--- src/rtl/hdlc_pkg.sv ---
package hdlc_pkg;
    localparam int BYTE_W = 8;
    typedef logic [BYTE_W-1:0] byte_t;

    localparam byte_t FLAG_B = 8'h7E;
    localparam byte_t ESC_B  = 8'h7D;
    localparam byte_t FLIP_B = 8'h20;

    localparam logic [15:0] CRC_INIT   = 16'hFFFF;
    localparam logic [15:0] CRC_POLY_R = 16'h8408;
    localparam logic [15:0] CRC_GOOD   = 16'hF0B8;

    // one byte of the reflected CRC-16, LSB first
    function automatic logic [15:0] crc_step(input logic [15:0] c, input byte_t b);
        logic [15:0] r;
        r = c ^ {8'h00, b};
        for (int k = 0; k < BYTE_W; k++)
            r = r[0] ? ((r >> 1) ^ CRC_POLY_R) : (r >> 1);
        return r;
    endfunction

    function automatic logic needs_esc(input byte_t b);
        return (b == FLAG_B) || (b == ESC_B);
    endfunction

    typedef enum logic [2:0] {
        TX_IDLE, TX_OPEN, TX_DATA, TX_ESC2, TX_FCS_LO, TX_FCS_HI, TX_CLOSE
    } tx_state_t;

    typedef enum logic [2:0] {
        RX_HUNT, RX_RECV, RX_FCS_A, RX_FCS_B, RX_STAT
    } rx_state_t;
endpackage

--- src/rtl/hdlc_tx.sv ---
module hdlc_tx
    import hdlc_pkg::*;
(
    input  logic  clk,
    input  logic  rst_n,
    input  byte_t in_data,
    input  logic  in_valid,
    input  logic  in_last,
    output logic  in_ready,
    output byte_t out_data,
    output logic  out_valid,
    input  logic  out_ready
);
    tx_state_t   st, st_nx, ret_q, ret_nx, after_raw;
    byte_t       hold_q, hold_nx, raw;
    logic [15:0] crc_q, crc_nx;
    logic        fire;

    always_ff @(posedge clk or negedge rst_n) begin
        if (!rst_n) begin
            st     <= TX_IDLE;
            ret_q  <= TX_IDLE;
            hold_q <= '0;
            crc_q  <= CRC_INIT;
        end else begin
            st     <= st_nx;
            ret_q  <= ret_nx;
            hold_q <= hold_nx;
            crc_q  <= crc_nx;
        end
    end

    // byte to encode in the current state and where it leads
    always_comb begin
        raw       = in_data;
        after_raw = in_last ? TX_FCS_LO : TX_DATA;
        unique case (st)
            TX_FCS_LO: begin raw = ~crc_q[7:0];  after_raw = TX_FCS_HI; end
            TX_FCS_HI: begin raw = ~crc_q[15:8]; after_raw = TX_CLOSE;  end
            default: ;
        endcase
    end

    always_comb begin
        out_valid = 1'b0;
        out_data  = FLAG_B;
        in_ready  = 1'b0;
        unique case (st)
            TX_IDLE: ;
            TX_OPEN, TX_CLOSE: out_valid = 1'b1;
            TX_DATA: begin
                out_valid = in_valid;
                out_data  = needs_esc(raw) ? ESC_B : raw;
                in_ready  = out_ready;
            end
            TX_FCS_LO, TX_FCS_HI: begin
                out_valid = 1'b1;
                out_data  = needs_esc(raw) ? ESC_B : raw;
            end
            TX_ESC2: begin
                out_valid = 1'b1;
                out_data  = hold_q;
            end
            default: ;
        endcase
    end

    always_comb begin
        st_nx   = st;
        ret_nx  = ret_q;
        hold_nx = hold_q;
        crc_nx  = crc_q;
        fire    = out_valid && out_ready;
        unique case (st)
            TX_IDLE:  if (in_valid) st_nx = TX_OPEN;
            TX_OPEN: begin
                crc_nx = CRC_INIT;
                if (fire) st_nx = TX_DATA;
            end
            TX_DATA, TX_FCS_LO, TX_FCS_HI: if (fire) begin
                if (st == TX_DATA) crc_nx = crc_step(crc_q, raw);
                if (needs_esc(raw)) begin
                    hold_nx = raw ^ FLIP_B;
                    ret_nx  = after_raw;
                    st_nx   = TX_ESC2;
                end else begin
                    st_nx = after_raw;
                end
            end
            TX_ESC2:  if (fire) st_nx = ret_q;
            TX_CLOSE: if (fire) st_nx = TX_IDLE;
            default:  st_nx = TX_IDLE;
        endcase
    end

    AST_TX_ESC_SAFE: assert property (@(posedge clk) disable iff (!rst_n)
        (out_valid && out_ready && out_data == ESC_B) |=>
        (out_valid && out_data != FLAG_B && out_data != ESC_B));

    AST_TX_STALL_HOLD: assert property (@(posedge clk) disable iff (!rst_n)
        (out_valid && !out_ready) |=> (out_valid && $stable(out_data)));

    AST_TX_IDLE_QUIET: assert property (@(posedge clk) disable iff (!rst_n)
        (st == TX_IDLE) |-> (!out_valid && !in_ready));
endmodule

--- src/rtl/hdlc_rx.sv ---
module hdlc_rx
    import hdlc_pkg::*;
#(
    parameter byte_t BCAST_ADDR = 8'hFF,
    parameter int    MIN_BYTES  = 3
) (
    input  logic  clk,
    input  logic  rst_n,
    input  byte_t in_data,
    input  logic  in_valid,
    output logic  in_ready,
    input  byte_t cfg_addr,
    input  logic  cfg_pass_fcs,
    output byte_t out_data,
    output logic  out_valid,
    output logic  out_eof,
    output logic  out_fcs_ok,
    output logic  out_abort,
    input  logic  out_ready
);
    localparam int CNT_W = $clog2(MIN_BYTES + 1);
    localparam logic [CNT_W-1:0] CNT_MAX = CNT_W'(MIN_BYTES);
    localparam logic [CNT_W-1:0] CNT_EMIT = CNT_W'(2);

    rx_state_t   st, st_nx;
    byte_t       d_old, d_new, dec, od_q;
    logic [CNT_W-1:0] cnt;
    logic        esc_q, drop_q, ov_q, oeof_q, ook_q, oab_q, sok_q, sab_q;
    logic [15:0] crc_q;
    logic        take, in_recv, end_frm, got_byte, bad, report;

    always_comb begin
        in_ready = (st == RX_HUNT) || (st == RX_RECV && !ov_q);
        take     = in_valid && in_ready;
        in_recv  = take && (st == RX_RECV);
        dec      = esc_q ? (in_data ^ FLIP_B) : in_data;
        end_frm  = in_recv && (in_data == FLAG_B);
        got_byte = in_recv && (in_data != FLAG_B) && (esc_q || in_data != ESC_B);
        bad      = esc_q || (cnt < CNT_MAX);
        report   = end_frm && !drop_q && (esc_q || cnt != '0);
    end

    always_ff @(posedge clk or negedge rst_n) begin
        if (!rst_n) st <= RX_HUNT;
        else        st <= st_nx;
    end

    always_comb begin
        st_nx = st;
        unique case (st)
            RX_HUNT:  if (take && in_data == FLAG_B) st_nx = RX_RECV;
            RX_RECV:  if (report) st_nx = (bad || !cfg_pass_fcs) ? RX_STAT : RX_FCS_A;
            RX_FCS_A: if (!ov_q) st_nx = RX_FCS_B;
            RX_FCS_B: if (!ov_q) st_nx = RX_STAT;
            RX_STAT:  if (!ov_q) st_nx = RX_RECV;
            default:  st_nx = RX_HUNT;
        endcase
    end

    always_ff @(posedge clk or negedge rst_n) begin
        if (!rst_n) begin
            d_old <= '0;  d_new <= '0;  cnt <= '0;
            esc_q <= 1'b0; drop_q <= 1'b0; crc_q <= CRC_INIT;
            sok_q <= 1'b0; sab_q <= 1'b0;
            ov_q <= 1'b0; od_q <= '0; oeof_q <= 1'b0; ook_q <= 1'b0; oab_q <= 1'b0;
        end else begin
            if (ov_q && out_ready) ov_q <= 1'b0;
            if (end_frm) begin
                sok_q  <= !bad && (crc_q == CRC_GOOD);
                sab_q  <= bad;
                cnt    <= '0;
                esc_q  <= 1'b0;
                drop_q <= 1'b0;
                crc_q  <= CRC_INIT;
            end else if (in_recv && !esc_q && in_data == ESC_B) begin
                esc_q <= 1'b1;
            end else if (got_byte) begin
                esc_q <= 1'b0;
                if (cnt == '0 && dec != cfg_addr && dec != BCAST_ADDR) drop_q <= 1'b1;
                if (cnt >= CNT_EMIT && !drop_q) begin
                    ov_q <= 1'b1; od_q <= d_old;
                    oeof_q <= 1'b0; ook_q <= 1'b0; oab_q <= 1'b0;
                end
                d_old <= d_new;
                d_new <= dec;
                crc_q <= crc_step(crc_q, dec);
                if (cnt < CNT_MAX) cnt <= cnt + 1'b1;
            end
            if (!ov_q) begin
                unique case (st)
                    RX_FCS_A: begin ov_q <= 1'b1; od_q <= d_old; oeof_q <= 1'b0;
                                    ook_q <= 1'b0; oab_q <= 1'b0; end
                    RX_FCS_B: begin ov_q <= 1'b1; od_q <= d_new; oeof_q <= 1'b0;
                                    ook_q <= 1'b0; oab_q <= 1'b0; end
                    RX_STAT:  begin ov_q <= 1'b1; od_q <= '0; oeof_q <= 1'b1;
                                    ook_q <= sok_q; oab_q <= sab_q; end
                    default: ;
                endcase
            end
        end
    end

    always_comb begin
        out_valid  = ov_q;
        out_data   = od_q;
        out_eof    = oeof_q;
        out_fcs_ok = ook_q;
        out_abort  = oab_q;
    end

    AST_RX_STALL_HOLD: assert property (@(posedge clk) disable iff (!rst_n)
        (out_valid && !out_ready) |=>
        (out_valid && $stable(out_data) && $stable(out_eof)));

    AST_RX_ABORT_FORM: assert property (@(posedge clk) disable iff (!rst_n)
        (out_valid && out_abort) |-> (out_eof && !out_fcs_ok));

    AST_RX_HUNT_SILENT: assert property (@(posedge clk) disable iff (!rst_n)
        (st == RX_HUNT) |=> !$rose(out_valid));
endmodule

--- src/rtl/hdlc_async_codec.sv ---
module hdlc_async_codec
    import hdlc_pkg::*;
#(
    parameter logic [7:0] BCAST_ADDR = 8'hFF,
    parameter int         MIN_BYTES  = 3
) (
    input  logic       clk,
    input  logic       rst_n,
    input  logic [7:0] tx_data,
    input  logic       tx_valid,
    input  logic       tx_last,
    output logic       tx_ready,
    output logic [7:0] line_tx_data,
    output logic       line_tx_valid,
    input  logic       line_tx_ready,
    input  logic [7:0] line_rx_data,
    input  logic       line_rx_valid,
    output logic       line_rx_ready,
    input  logic [7:0] cfg_addr,
    input  logic       cfg_pass_fcs,
    output logic [7:0] rx_data,
    output logic       rx_valid,
    output logic       rx_eof,
    output logic       rx_fcs_ok,
    output logic       rx_abort,
    input  logic       rx_ready
);
    hdlc_tx u_tx (
        .clk(clk), .rst_n(rst_n),
        .in_data(tx_data), .in_valid(tx_valid), .in_last(tx_last), .in_ready(tx_ready),
        .out_data(line_tx_data), .out_valid(line_tx_valid), .out_ready(line_tx_ready)
    );

    hdlc_rx #(.BCAST_ADDR(BCAST_ADDR), .MIN_BYTES(MIN_BYTES)) u_rx (
        .clk(clk), .rst_n(rst_n),
        .in_data(line_rx_data), .in_valid(line_rx_valid), .in_ready(line_rx_ready),
        .cfg_addr(cfg_addr), .cfg_pass_fcs(cfg_pass_fcs),
        .out_data(rx_data), .out_valid(rx_valid), .out_eof(rx_eof),
        .out_fcs_ok(rx_fcs_ok), .out_abort(rx_abort), .out_ready(rx_ready)
    );
endmodule

--- config.mk ---
export PLATFORM = sky130hd
export DESIGN_NAME = hdlc_async_codec
export DESIGN_NICKNAME = d
export VERILOG_FILES = /design/src/rtl/hdlc_pkg.sv /design/src/rtl/hdlc_tx.sv /design/src/rtl/hdlc_rx.sv /design/src/rtl/hdlc_async_codec.sv
export SDC_FILE = /design/constraint.sdc
export NUM_CORES = 1
export LEC_CHECK = 0
export BUFFER_PORTS_ARGS = -buffer_cell sky130_fd_sc_hd__buf_4
export CAP_MARGIN = 20
export CORE_MARGIN = 1
export CORE_UTILIZATION = 55
export DETAILED_ROUTE_END_ITERATION = 7
export GPL_TIMING_DRIVEN = 0
export PLACE_DENSITY = 0.78
export RECOVER_POWER = 25
export SYNTH_ARGS = -nofsm -noshare
export SYNTH_HDL_FRONTEND = slang
export SYNTH_SLANG_ARGS = --single-unit
--- constraint.sdc ---
create_clock -name clk -period 3.1 [get_ports clk]
set_input_delay 0.31 -clock clk [delete_from_list [all_inputs] [get_ports clk]]
set_output_delay 0.31 -clock clk [all_outputs]
set_load 0.1 [all_outputs]
==> key figures <==
Clocking
  – Reg clk slew, reported paths: 90 ps
  – Clock sink count: 83
  – Worst skew pair latency: 360 ps
  – H-tree depth: 3
  – CTS Buffer Depth: 2
  – CTS tree: yes
  – Root Buffer Master: clkbuf_8
  – CTS buffer count: 9

Layout
  – Commonest cells after routing, fill and taps aside: buf_4 (55), dfrtp_1 (51), xnor2_1 (38), mux2i_1 (36), dfstp_2 (32)
  – Most common library cell in the layout ignoring fill and taps: buf_4
  – Fin nets: 548
  – Fillcell total: 654
  – Fraction of layout cells with a size suffix above 1: 26.4%
  – Area growth syn-to-layout: 16.7%
  – Diode count: 0

Worst setup path
  – Critical path capture point type: primary output
  – Crit Path Category: reg2out
  – Data arrival time of the critical path: 2560 ps
  – CP required: 2790 ps
  – Worst Setup Start Kind: flip-flop
  – Crit path max fanout: 10

STA
  – Slew Viols, Final: 78
  – Clock Skew: 14.5 ps
  – Worst-margin pin slew: 1880 ps
  – Unrepaired setup endpoints after global routing: no
  – Hold Vio Cnt, Final: 0
  – Final Critical Period: 2870 ps
  – Final Setup Violations: 0
  – Max_slew headroom: -25.5%
  – Fmax: 0.348 GHz
  – Final setup margin: 226 ps
  – Setup TNS: 0 ps
  – Ratio of final minimum period to clock period: 92.7%
  – Smallest hold slack: 221 ps

Hold path
  – Worst Hold Class: in2reg

Logic synthesis
  – Sequential area share after synthesis: 44.8%
  – Synth warn: 0
  – Post-synth ARST share: 100%
  – Synth area leaders: dfrtp_1 (27%), dfstp_2 (18%), mux2i_1 (7.6%), xnor2_1 (7.0%), xor2_1 (5.0%)
  – Cells after Synth: 446
  – Synth Flop Type: dfrtp_1
  – Dominant cell type by area after synthesis: dfrtp_1
  – Syn_area_per_cell: 10.6 sq um
  – Synthesis-stage register bit count: 83
  – Post-synth cell types: 59
  – Top-area cell type share of the netlist area: 27.0%
  – Syn nets: 481
  – Post-synth EDFFs: 0
  – Post-Syn Area: 0.00472 sq mm

Run status
  – Status: finished with violations
  – Failing checks: max-capacitance violations, max-slew violations

Placement
  – IO Port Bufs: 54
  – Routability cong.: 0.852
  – Placement Setup Slack: 499 ps
  – DP HPWL: 7720 um

Power and ir drop
  – P_leak: 0.00225 uW
  – Maximum vdd drop: 0.840 mV
  – Power per standard cell area: 1210 mW/mm^2

Job
  – Max-cap violation count: 1

Routing
  – Routed WL per cell: 17.3 um
  – Via count: 3721
  – Drt first-iter violations: 151
  – 1st-pass router iterations: 4
  – DRC Markers: 0
  – Routed vias/inst: 5.97
  – Routed WL: 10700 um
  – Antenna Nets Post-Route: 0

Die
  – Core area: 0.00826 sq mm
  – Die width: 94.7 um
  – Die Y: 94.7 um
  – Die area: 0.00896 sq mm
  – Initial Util: 57.2%
  – Num rows: 33
  – IO Pins: 55

Global route
  – Largest net degree at the start of global routing: 84
  – First-pass GRT wire length: 17500 um
  – GRT Util Overall: 25.5%
  – Vias in the first global route: 3562
  – Grt total ovfl: 0
  – Initial antenna violation count: 0
-- path summary, 6_finish.rpt --
| path | cells after the start | slack, ps | end | start |
|---|---|---|---|---|
| worst max register to register | 7 | 530 | u_rx.crc_q[15] | u_rx.st[0] |
| max in group asynchronous | 3 | 560 | u_tx.hold_q[2] | rst_n |
| min in group asynchronous | 2 | 370 | u_tx.st[0] | rst_n |
| worst min register to register | 1 | 470 | u_tx.hold_q[6] | u_tx.hold_q[6] |
| worst max-delay path | 7 | 230 | line_tx_data[0] | u_tx.st[1] |
| worst min-delay path | 3 | 220 | u_rx.out_valid | rx_ready |
-- layer usage --
layer  up-vias  wire length [um]  track usage, %
met1      1855              4960            36.1
met3        19               523            4.19
met4         0               200            8.96
met5         -                 0               0
met2       111              5060            39.6
li1       1736                 -               -
-- through the flow --
step	util [%]	instance area, sq um	power [uW]	cells
floorplan	-	4750	5060	446
global placement	64.0	5290	5750	605
detailed placement	64.0	5290	5860	605
CTS	66.6	5500	6690	621
global route	66.8	5510	7080	623
finish	66.8	5510	6700	623
-- where the power goes --
group	internal, uW	switching, uW
Clock	385	424
Combinational	1370	2470
Sequential	1640	407
Total	3400	3300
-- registers in the layout, summed over array words and instances (netlist names), 2 cells and up --
| register | cells |
|---|---|
| u_rx.crc_q | 16 |
| u_tx.ret_q | 3 |
| u_rx.d_new | 8 |
| u_tx.crc_q | 16 |
| u_tx.hold_q | 8 |
| u_rx.cnt | 2 |
| u_rx.st | 3 |
| u_tx.st | 3 |
| u_rx.d_old | 8 |
| u_rx.out_data | 8 |
-- layout make-up --
class / instances / area (sq um) / area share (%)
multi-input cells: 327 / 2480 / 45.0
plain buffers: 24 / 110 / 2.00
repair buffers: 56 / 417 / 7.56
clock buffers: 9 / 124 / 2.25
well taps: 105 / 131 / 2.38
clock inverters: 7 / 87.6 / 1.59
inverters: 12 / 45.0 / 0.817
flip-flops and latches: 83 / 2120 / 38.4
-- worst max-delay path: stages (launching register included) --
cell and delay [ps]:
dfrtp_1 430, and2b_1 220, buf_6 140, clkbuf_1 420, clkbuf_2 340, a22oi_1 150, o221ai_2 170, buf_4 320
-- cell families (layout without fill, tap and decap cells) --
kind of cell / Yosys count / count (layout) / share of synthesized area, %
mux: 55 / 55 / 12.2
buf+inv: 36 / 108 / 3.26
flops: 83 / 83 / 44.8
fa+ha+maj: 3 / 3 / 0.795
compound gates: 102 / 102 / 15.2
simple gates: 102 / 102 / 11.7
xor+xnor: 65 / 65 / 12.1
-- cells in the mapped netlist (all sizes together), types with 4 or more instances --
master  count
nand2b      6
mux2i      36
o22ai      18
buf        10
mux2       19
nand3       5
xnor2      38
dfstp      32
or2         5
o22a       15
dfrtp      51
nand2      20
xor2       27
a22oi       5
inv        12
nor2       30
o21ai      14
nor3        7
clkbuf     14
a21oi      23
nor2b       8
a211oi      4
-- what timing repair did --
| item | CTS | global route |
|---|---|---|
| setup buffers | 0 | 0 |
| resized for setup | 0 | 1 |
| endpoints found under the setup margin | 0 | 2 |
| hold buffers | 0 | 1 |
| endpoints found under the hold margin | 0 | 6 |
No activity file was read; power rests on OpenSTA's default activity.
